### src/rtl/dbg_mode_pkg.sv
package dbg_mode_pkg;

    typedef enum logic [1:0] {
        MODE_JTAG = 2'd0,
        MODE_SWD  = 2'd1,
        MODE_DORM = 2'd2
    } dmode_e;

    localparam int CAP_W = 31;
    localparam int CNT_W = $clog2(CAP_W + 1);

    localparam logic [15:0]      PAT_J2S  = 16'hE79E;
    localparam logic [15:0]      PAT_S2J  = 16'hE73C;
    localparam logic [15:0]      PAT_S2D  = 16'hE3BC;
    localparam logic [CAP_W-1:0] PAT_J2D  = 31'h33BBBBBA;
    localparam logic [7:0]       CODE_SWD = 8'h1A;
    localparam logic [7:0]       CODE_JTG = 8'h0A;
    localparam logic [127:0]     ALERT    = 128'h19BC0EA2E3DDAFE986852D956209F392;

    typedef struct packed {
        dmode_e             mode;
        logic               act;
        logic               lng;
        logic [CAP_W-1:0]   cap;
        logic [CNT_W-1:0]   cnt;
        logic               lr;
        logic               mc;
    } det_st_t;

endpackage

### src/rtl/dbg_mode_runcnt.sv
module dbg_mode_runcnt #(
    parameter int LIMIT = 50,
    localparam int RW = $clog2(LIMIT + 1)
) (
    input  logic          clk,
    input  logic          rst_n,
    input  logic          en,
    input  logic          bit_in,
    output logic [RW-1:0] run
);
    logic [RW-1:0] run_d, run_q;

    always_comb begin
        run_d = run_q;
        if (en) begin
            if (!bit_in)                   run_d = '0;
            else if (run_q != RW'(LIMIT))  run_d = run_q + 1'b1;
        end
    end

    always_ff @(posedge clk or negedge rst_n) begin
        if (!rst_n) run_q <= '0;
        else        run_q <= run_d;
    end

    assign run = run_q;

    assert_run_sat_R1: assert property (@(posedge clk) disable iff (!rst_n)
        run_q <= RW'(LIMIT));
    assert_run_clear_R1: assert property (@(posedge clk) disable iff (!rst_n)
        ($past(en) && !$past(bit_in)) |-> (run_q == '0));
endmodule

### src/rtl/dbg_mode_alert.sv
module dbg_mode_alert
    import dbg_mode_pkg::*;
(
    input  logic clk,
    input  logic rst_n,
    input  logic en,
    input  logic clr,
    input  logic primed,
    input  logic bit_in,
    output logic hit
);
    localparam int LEN = $bits(ALERT);
    localparam int CW  = $clog2(LEN + 1);

    typedef struct packed {
        logic [LEN-1:0] sh;
        logic [CW-1:0]  cnt;
    } al_st_t;

    al_st_t cur, nx;

    always_comb begin
        nx  = cur;
        hit = 1'b0;
        if (clr) begin
            nx.cnt = '0;
        end else if (en) begin
            nx.sh = {bit_in, cur.sh[LEN-1:1]};
            if (!bit_in && primed)  nx.cnt = CW'(1);
            else if (cur.cnt != '0) nx.cnt = cur.cnt + 1'b1;
            if (nx.cnt == CW'(LEN)) begin
                hit    = (nx.sh == ALERT);
                nx.cnt = '0;
            end
        end
    end

    always_ff @(posedge clk or negedge rst_n) begin
        if (!rst_n) cur <= '0;
        else        cur <= nx;
    end

    assert_alert_bound_R6: assert property (@(posedge clk) disable iff (!rst_n)
        cur.cnt < CW'(LEN));
    assert_alert_clear_R6: assert property (@(posedge clk) disable iff (!rst_n)
        $past(clr) |-> (cur.cnt == '0));
endmodule

### src/rtl/dbg_mode_detect.sv
module dbg_mode_detect
    import dbg_mode_pkg::*;
#(
    parameter int RUN_LONG  = 50,
    parameter int RUN_TLR   = 5,
    parameter int RUN_PRIME = 8
) (
    input  logic       clk,
    input  logic       rst_n,
    input  logic       line_en,
    input  logic       line_in,
    output logic [1:0] mode,
    output logic       line_reset,
    output logic       mode_change
);
    localparam int RW = $clog2(RUN_LONG + 1);

    det_st_t          cur, nx;
    logic [RW-1:0]    run;
    logic [CNT_W-1:0] cnt_inc;
    logic             ge_long, ge_tlr, ge_prime;
    logic             alert_en, alert_clr, alert_hit;

    dbg_mode_runcnt #(.LIMIT(RUN_LONG)) u_run (
        .clk(clk), .rst_n(rst_n), .en(line_en), .bit_in(line_in), .run(run)
    );

    assign ge_long   = (run >= RW'(RUN_LONG));
    assign ge_tlr    = (run >= RW'(RUN_TLR));
    assign ge_prime  = (run >= RW'(RUN_PRIME));
    assign alert_clr = !(cur.mode == MODE_DORM && !cur.act);
    assign alert_en  = line_en && !alert_clr;

    dbg_mode_alert u_alert (
        .clk(clk), .rst_n(rst_n), .en(alert_en), .clr(alert_clr),
        .primed(ge_prime), .bit_in(line_in), .hit(alert_hit)
    );

    assign cnt_inc = cur.cnt + 1'b1;

    always_comb begin
        nx    = cur;
        nx.lr = 1'b0;
        nx.mc = 1'b0;
        if (line_en) begin
            nx.cap = {line_in, cur.cap[CAP_W-1:1]};
            unique case (cur.mode)
                MODE_JTAG: begin
                    if (!line_in && ge_tlr) begin
                        nx.cnt = CNT_W'(1);
                        nx.lng = ge_long;
                    end else if (cur.cnt != '0) begin
                        nx.cnt = cnt_inc;
                        if (cnt_inc == CNT_W'(16) && cur.lng && nx.cap[CAP_W-1:CAP_W-16] == PAT_J2S) begin
                            nx.mode = MODE_SWD;
                            nx.mc   = 1'b1;
                            nx.cnt  = '0;
                        end else if (cnt_inc == CNT_W'(CAP_W)) begin
                            nx.cnt = '0;
                            if (nx.cap == PAT_J2D) begin
                                nx.mode = MODE_DORM;
                                nx.mc   = 1'b1;
                            end
                        end
                    end
                end
                MODE_SWD: begin
                    if (!line_in && ge_long) begin
                        nx.lr  = 1'b1;
                        nx.cnt = CNT_W'(1);
                    end else if (cur.cnt != '0) begin
                        nx.cnt = cnt_inc;
                        if (cnt_inc == CNT_W'(16)) begin
                            nx.cnt = '0;
                            if (nx.cap[CAP_W-1:CAP_W-16] == PAT_S2J) begin
                                nx.mode = MODE_JTAG;
                                nx.mc   = 1'b1;
                            end else if (nx.cap[CAP_W-1:CAP_W-16] == PAT_S2D) begin
                                nx.mode = MODE_DORM;
                                nx.mc   = 1'b1;
                            end
                        end
                    end
                end
                default: begin
                    if (!cur.act) begin
                        if (alert_hit) begin
                            nx.act = 1'b1;
                            nx.cnt = '0;
                        end
                    end else begin
                        nx.cnt = cnt_inc;
                        if (cnt_inc == CNT_W'(12)) begin
                            if (nx.cap[CAP_W-1:CAP_W-12] == {CODE_SWD, 4'h0}) begin
                                nx.mode = MODE_SWD;
                                nx.mc   = 1'b1;
                                nx.act  = 1'b0;
                                nx.cnt  = '0;
                            end else if (nx.cap[CAP_W-1:CAP_W-12] == {CODE_JTG, 4'h0}) begin
                                nx.mode = MODE_JTAG;
                                nx.mc   = 1'b1;
                                nx.act  = 1'b0;
                                nx.cnt  = '0;
                            end else if (nx.cap[CAP_W-1:CAP_W-12] != '0) begin
                                nx.act = 1'b0;
                                nx.cnt = '0;
                            end
                        end else if (cnt_inc == CNT_W'(16)) begin
                            nx.act = 1'b0;
                            nx.cnt = '0;
                            if (nx.cap[CAP_W-1:CAP_W-16] == '0) begin
                                nx.mode = MODE_JTAG;
                                nx.mc   = 1'b1;
                            end
                        end
                    end
                end
            endcase
        end
    end

    always_ff @(posedge clk or negedge rst_n) begin
        if (!rst_n) begin
            cur      <= '0;
            cur.mode <= MODE_JTAG;
        end else begin
            cur <= nx;
        end
    end

    assign mode        = cur.mode;
    assign line_reset  = cur.lr;
    assign mode_change = cur.mc;

    assert_lr_only_swd_R1: assert property (@(posedge clk) disable iff (!rst_n)
        cur.lr |-> ($past(cur.mode) == MODE_SWD));
    assert_change_flagged_R11: assert property (@(posedge clk) disable iff (!rst_n)
        (cur.mode != $past(cur.mode)) |-> cur.mc);
    assert_flag_real_R11: assert property (@(posedge clk) disable iff (!rst_n)
        cur.mc |-> (cur.mode != $past(cur.mode)));
    assert_idle_hold_R9: assert property (@(posedge clk) disable iff (!rst_n)
        !$past(line_en) |-> ($stable(cur.mode) && !cur.lr && !cur.mc));
    assert_mode_legal_R10: assert property (@(posedge clk) disable iff (!rst_n)
        cur.mode != 2'd3);
endmodule

### config.mk
export PLATFORM = sky130hd
export DESIGN_NAME = dbg_mode_detect
export DESIGN_NICKNAME = d
export VERILOG_FILES = /design/src/rtl/dbg_mode_pkg.sv /design/src/rtl/dbg_mode_runcnt.sv /design/src/rtl/dbg_mode_alert.sv /design/src/rtl/dbg_mode_detect.sv
export SDC_FILE = /design/constraint.sdc
export NUM_CORES = 1
export LEC_CHECK = 0
export ABC_AREA = 1
export BUFFER_PORTS_ARGS = -buffer_cell sky130_fd_sc_hd__buf_2
export CAP_MARGIN = 20
export CORE_AREA = 2 2 122 124
export DETAILED_ROUTE_END_ITERATION = 7
export DIE_AREA = 0 0 124 126
export PLACE_DENSITY = 0.82
export SYNTH_ARGS = -nofsm -noshare
export SYNTH_HDL_FRONTEND = slang
export SYNTH_SLANG_ARGS = --single-unit
export TNS_END_PERCENT = 50
### constraint.sdc
create_clock -name clk -period 2.85 [get_ports clk]
set_input_delay 0.1425 -clock clk [delete_from_list [all_inputs] [get_ports clk]]
set_output_delay 0.1425 -clock clk [all_outputs]
set_load 0.01 [all_outputs]
==> results.md <==
| Step | Item | Value |
|---|---|---|
| floorplanning | Effective utilization at floorplan | 58.7% |
| grt | Maximum number of pins on one net before global-route repair | 137 |
| final layout | Nets | 1,066 |
| min path | Worst hold path startpoint | line_in |
| sta | Max Slew Vio Count | 0 |
| grt | Combined global-route utilization of all metal layers | 22.4% |
| clock network | CTS Buf Count | 17 |
| setup path | Reg-to-reg slack, setup | 0.71 ns |
| final layout | Fraction of layout cells with a size suffix above 1 | 6.29% |
| grt | Grt ovf | 0 |
| setup path | CP top delay family | simple AND/OR/NAND/NOR gates |
| setup path | Largest stage delay on the critical path | 0.44 ns |
| clock network | CTS Hold Bufs | 1 |
| sta | Worst rel slew slack | 55.6% |
| sta | Final setup violation count | 0 |
| floorplanning | Core region area | 14,300 um^2 |
| setup path | Data required time at the worst endpoint | 3.17 ns |
| yosys | Avg Inst Size Synth | 7.95 um^2 |
| yosys | Share of flip-flops with an asynchronous set or reset | 100% |
| placement | Gpl congestion | 0.897 |
| final layout | Most common cell after layout, fill and taps aside | nand2_1 |
| yosys | Cell type with the highest aggregate area in the netlist | dfrtp_1 |
| sta | Min Tclk post-route | 2.14 ns |
| yosys | Flops & latches, synth | 182 |
| grt | Number of global-route vias before repair | 6,192 |
| clock network | CTS sink count | 182 |
| clock network | Clock tree from TritonCTS | yes |
| clock network | Insertion delay of the later-clocked pin in the worst-skew pair | 0.44 ns |
| sta | RSZ-0062 raised after global routing | no |
| placement | Worst slack, placed | 0.792 ns |
| final layout | Post-layout instance area | 9150 um^2 |
| sta | Final-report hold violation count | 0 |
| min path | Class of the worst hold path | in -> reg |
| floorplanning | Die Ht | 126 um |
| min path | Destination of the worst hold path | cur[37] |
| yosys | Yosys synthesis warning count | 0 |
| sta | Total negative slack | 0 ns |
| yosys | Net count after synthesis | 1,070 |
| setup path | Number of buffers and inverters on the critical path | 1 |
| sta | Final worst setup slack | 0.714 ns |
| final layout | Post-synthesis to final-layout area growth | 8.94% |
| routing | Number of DRC markers in iteration 0 | 672 |
| final layout | Finished Core Util | 63.9% |
| sta | Worst-Margin Slew | 0.666 ns |
| sta | Maximum clock rate | 468 MHz |
| pwr | Total power density per cell area | 628 nW/um^2 |
| floorplanning | Placement row count | 44 |
| setup path | Most used cell along the critical path | nand2_1 |
| setup path | Critical path depth | 15 |
| run | Count of max-cap constraint violations | 0 |
| setup path | Data arrival time of the critical path | 2.46 ns |
| min path | Hold Path Cell Cnt | 3 |
| routing | First-pass DRT Iterations | 5 |
| routing | Detailed-route wire length per cell | 12.6 um |
| setup path | Depth of the worst register-to-register path | 15 |
| placement | Placed cell areas | 8570 um^2 |
| clock network | Post-cts sizing count | 0 |
| yosys | Post-Syn Area | 8400 um^2 |
| setup path | R2R Path End | cur[5] |
| final layout | Commonest cells after routing, fill and taps aside | nand2_1 (418), dfrtp_1 (182), inv_1 (97) |
| pwr | Maximum vdd drop | 490 uV |
| clock network | Number of post-CTS setup repair buffers | 0 |
| placement | Port Buffers | 7 |
| setup path | Crit path capture type | flip-flop |
| setup path | Critical register-to-register path startpoint | u_alert.cur[0] |
| setup path | Critical path type | reg -> reg |
| routing | Vias after detailed routing | 6,586 |
| yosys | Top cells by area in the synthesized netlist | dfrtp_1 (54%), nand2_1 (19%), inv_1 (4.3%), o21ai_0 (4.2%), nand3_1 (3.4%) |
| setup path | Worst setup SP type | flip-flop |
| sta | Worst Hold Margin | 0.0410 ns |
| floorplanning | Die span in x | 124 um |
| setup path | Critical-path cell with the highest stage delay | dfrtp_1 |
| grt | Global-route wire length before repair | 27,900 um |
| pwr | Leakage power total | 4.65 nW |
| clock network | H-tree depth | 4 |
| yosys | Share of the yosys chip area belonging to registers | 54.2% |
| routing | Number of routed nets with antenna violations | 0 |
| yosys | Post-synth cell types | 35 |
| grt | Number of antenna violations at the first check in global routing | 0 |
| routing | Vias per cell | 5.27 |
| clock network | Clock transition at path regs | 0.06 ns |
| final layout | Diode count | 0 |
| floorplanning | Ports placed on the boundary | 8 |
| routing | Total wire length | 15,800 um |
| yosys | Area fraction of the dominant cell type after synthesis | 54.2% |
| clock network | CTS max path bufs | 2 |
| sta | Post-route clock period utilization | 74.9% |
| setup path | Ordered cell list for the critical path | inv_2 > ha_1 > nand2_1 > nor2_2 > nand2_1 > nand2_1 > nor2_1 > nor2_1 > nand2_1 > nor2_1 > nand2_2 > nand2_4 > nand2_4 > nand2_1 > nand2_1 |
| setup path | Largest fanout on the critical path | 6 |
| floorplanning | Total Die Area | 15,600 um^2 |
| clock network | Root buffer selected by CTS | clkbuf_16 |
| yosys | Number of cells produced by synthesis | 1,057 |
| placement | DP Wirelength | 9940 um |
| run status | Status | finished, final reports clean |
| yosys | Commonest register cell after synthesis | dfrtp_1 |
| routing | DRC Markers | 0 |
| sta | Clk_skew | 0.00476 ns |
| yosys | EDFF count, synth | 0 |
-- area by class of cell --
| type | count | area, um^2 |
|---|---|---|
| tap | 184 | 230 |
| clock buffer | 24 | 502 |
| timing repair buffer | 15 | 129 |
| fill | 1181 | 5160 |
| multi-input combinational | 732 | 3270 |
| inverter | 105 | 395 |
| sequential | 182 | 4550 |
| clock inverter | 8 | 71.3 |
-- layer usage --
metal / track usage (%) / up-vias / wire length (um)
met3: 5.62 / 27 / 689
li1: - / 3316 / -
met2: 33.6 / 153 / 7170
met4: 7.73 / 0 / 296
met5: 0 / - / 0
met1: 32.1 / 3090 / 7610
-- metrics by stage --
stage,instances,power (mW)
2_1_floorplan,1057,3.32
3_3_place_gp,1217,3.50
3_5_place_dp,1217,3.51
4_1_cts,1250,5.78
5_1_grt,1250,6.01
6_report,1250,5.75
-- power breakdown --
group | internal [mW] | leakage [nW] | switching, mW
registers | 2.74 | 2.35 | 0.146
clock network | 1.31 | 0.286 | 0.965
logic | 0.209 | 2.02 | 0.377
-- how the worst max path moves through the flow --
stage	startpoint	end	slack [ns]
2_1_floorplan	cur[2]	cur[4]	1.09
3_3_place_gp	mode[1]	cur[4]	0.82
3_5_place_dp	u_alert.cur[0]	cur[6]	0.79
4_1_cts	u_alert.cur[0]	cur[6]	0.73
5_1_grt	u_alert.cur[0]	cur[6]	0.49
6_report	u_alert.cur[0]	cur[5]	0.71
-- Yosys cell counts (6+ instances only) --
library cell  number
ha_1               9
dfrtp_1          182
o21ai_0           71
o21ai_1           28
inv_2              6
clkbuf_1          11
o22ai_1            6
a21oi_1            7
nand3_1           57
nor2_1            70
buf_2             20
nand4_1           20
nand2_1          418
nor3_1            18
inv_1             97
-- worst min-delay path, cell delays in order --
cell and delay, ns:
buf_2 0.15, nand2_1 0.06, o21ai_0 0.07
-- state kept, by name, summed over array words and instances (netlist names) --
name / cells
u_alert.cur: 135
mode_change: 1
mode: 2
cur: 37
u_run.run: 6
line_reset: 1
-- kinds of logic (layout without fill, tap and decap cells) --
group                      after synthesis  count (layout)  synth area share, %
AOI/OAI and AO/OA                      116             116                 7.14
xor gates and xnor gates                 1               1                0.104
adders and majority gates                9               9                 1.34
buffers and inverters                  143             152                 6.87
DFF                                    182             182                 54.2
muxes                                    1               1                0.134
and+or+nand+nor                        605             605                 30.2
Power figures use the tool's default switching activity.
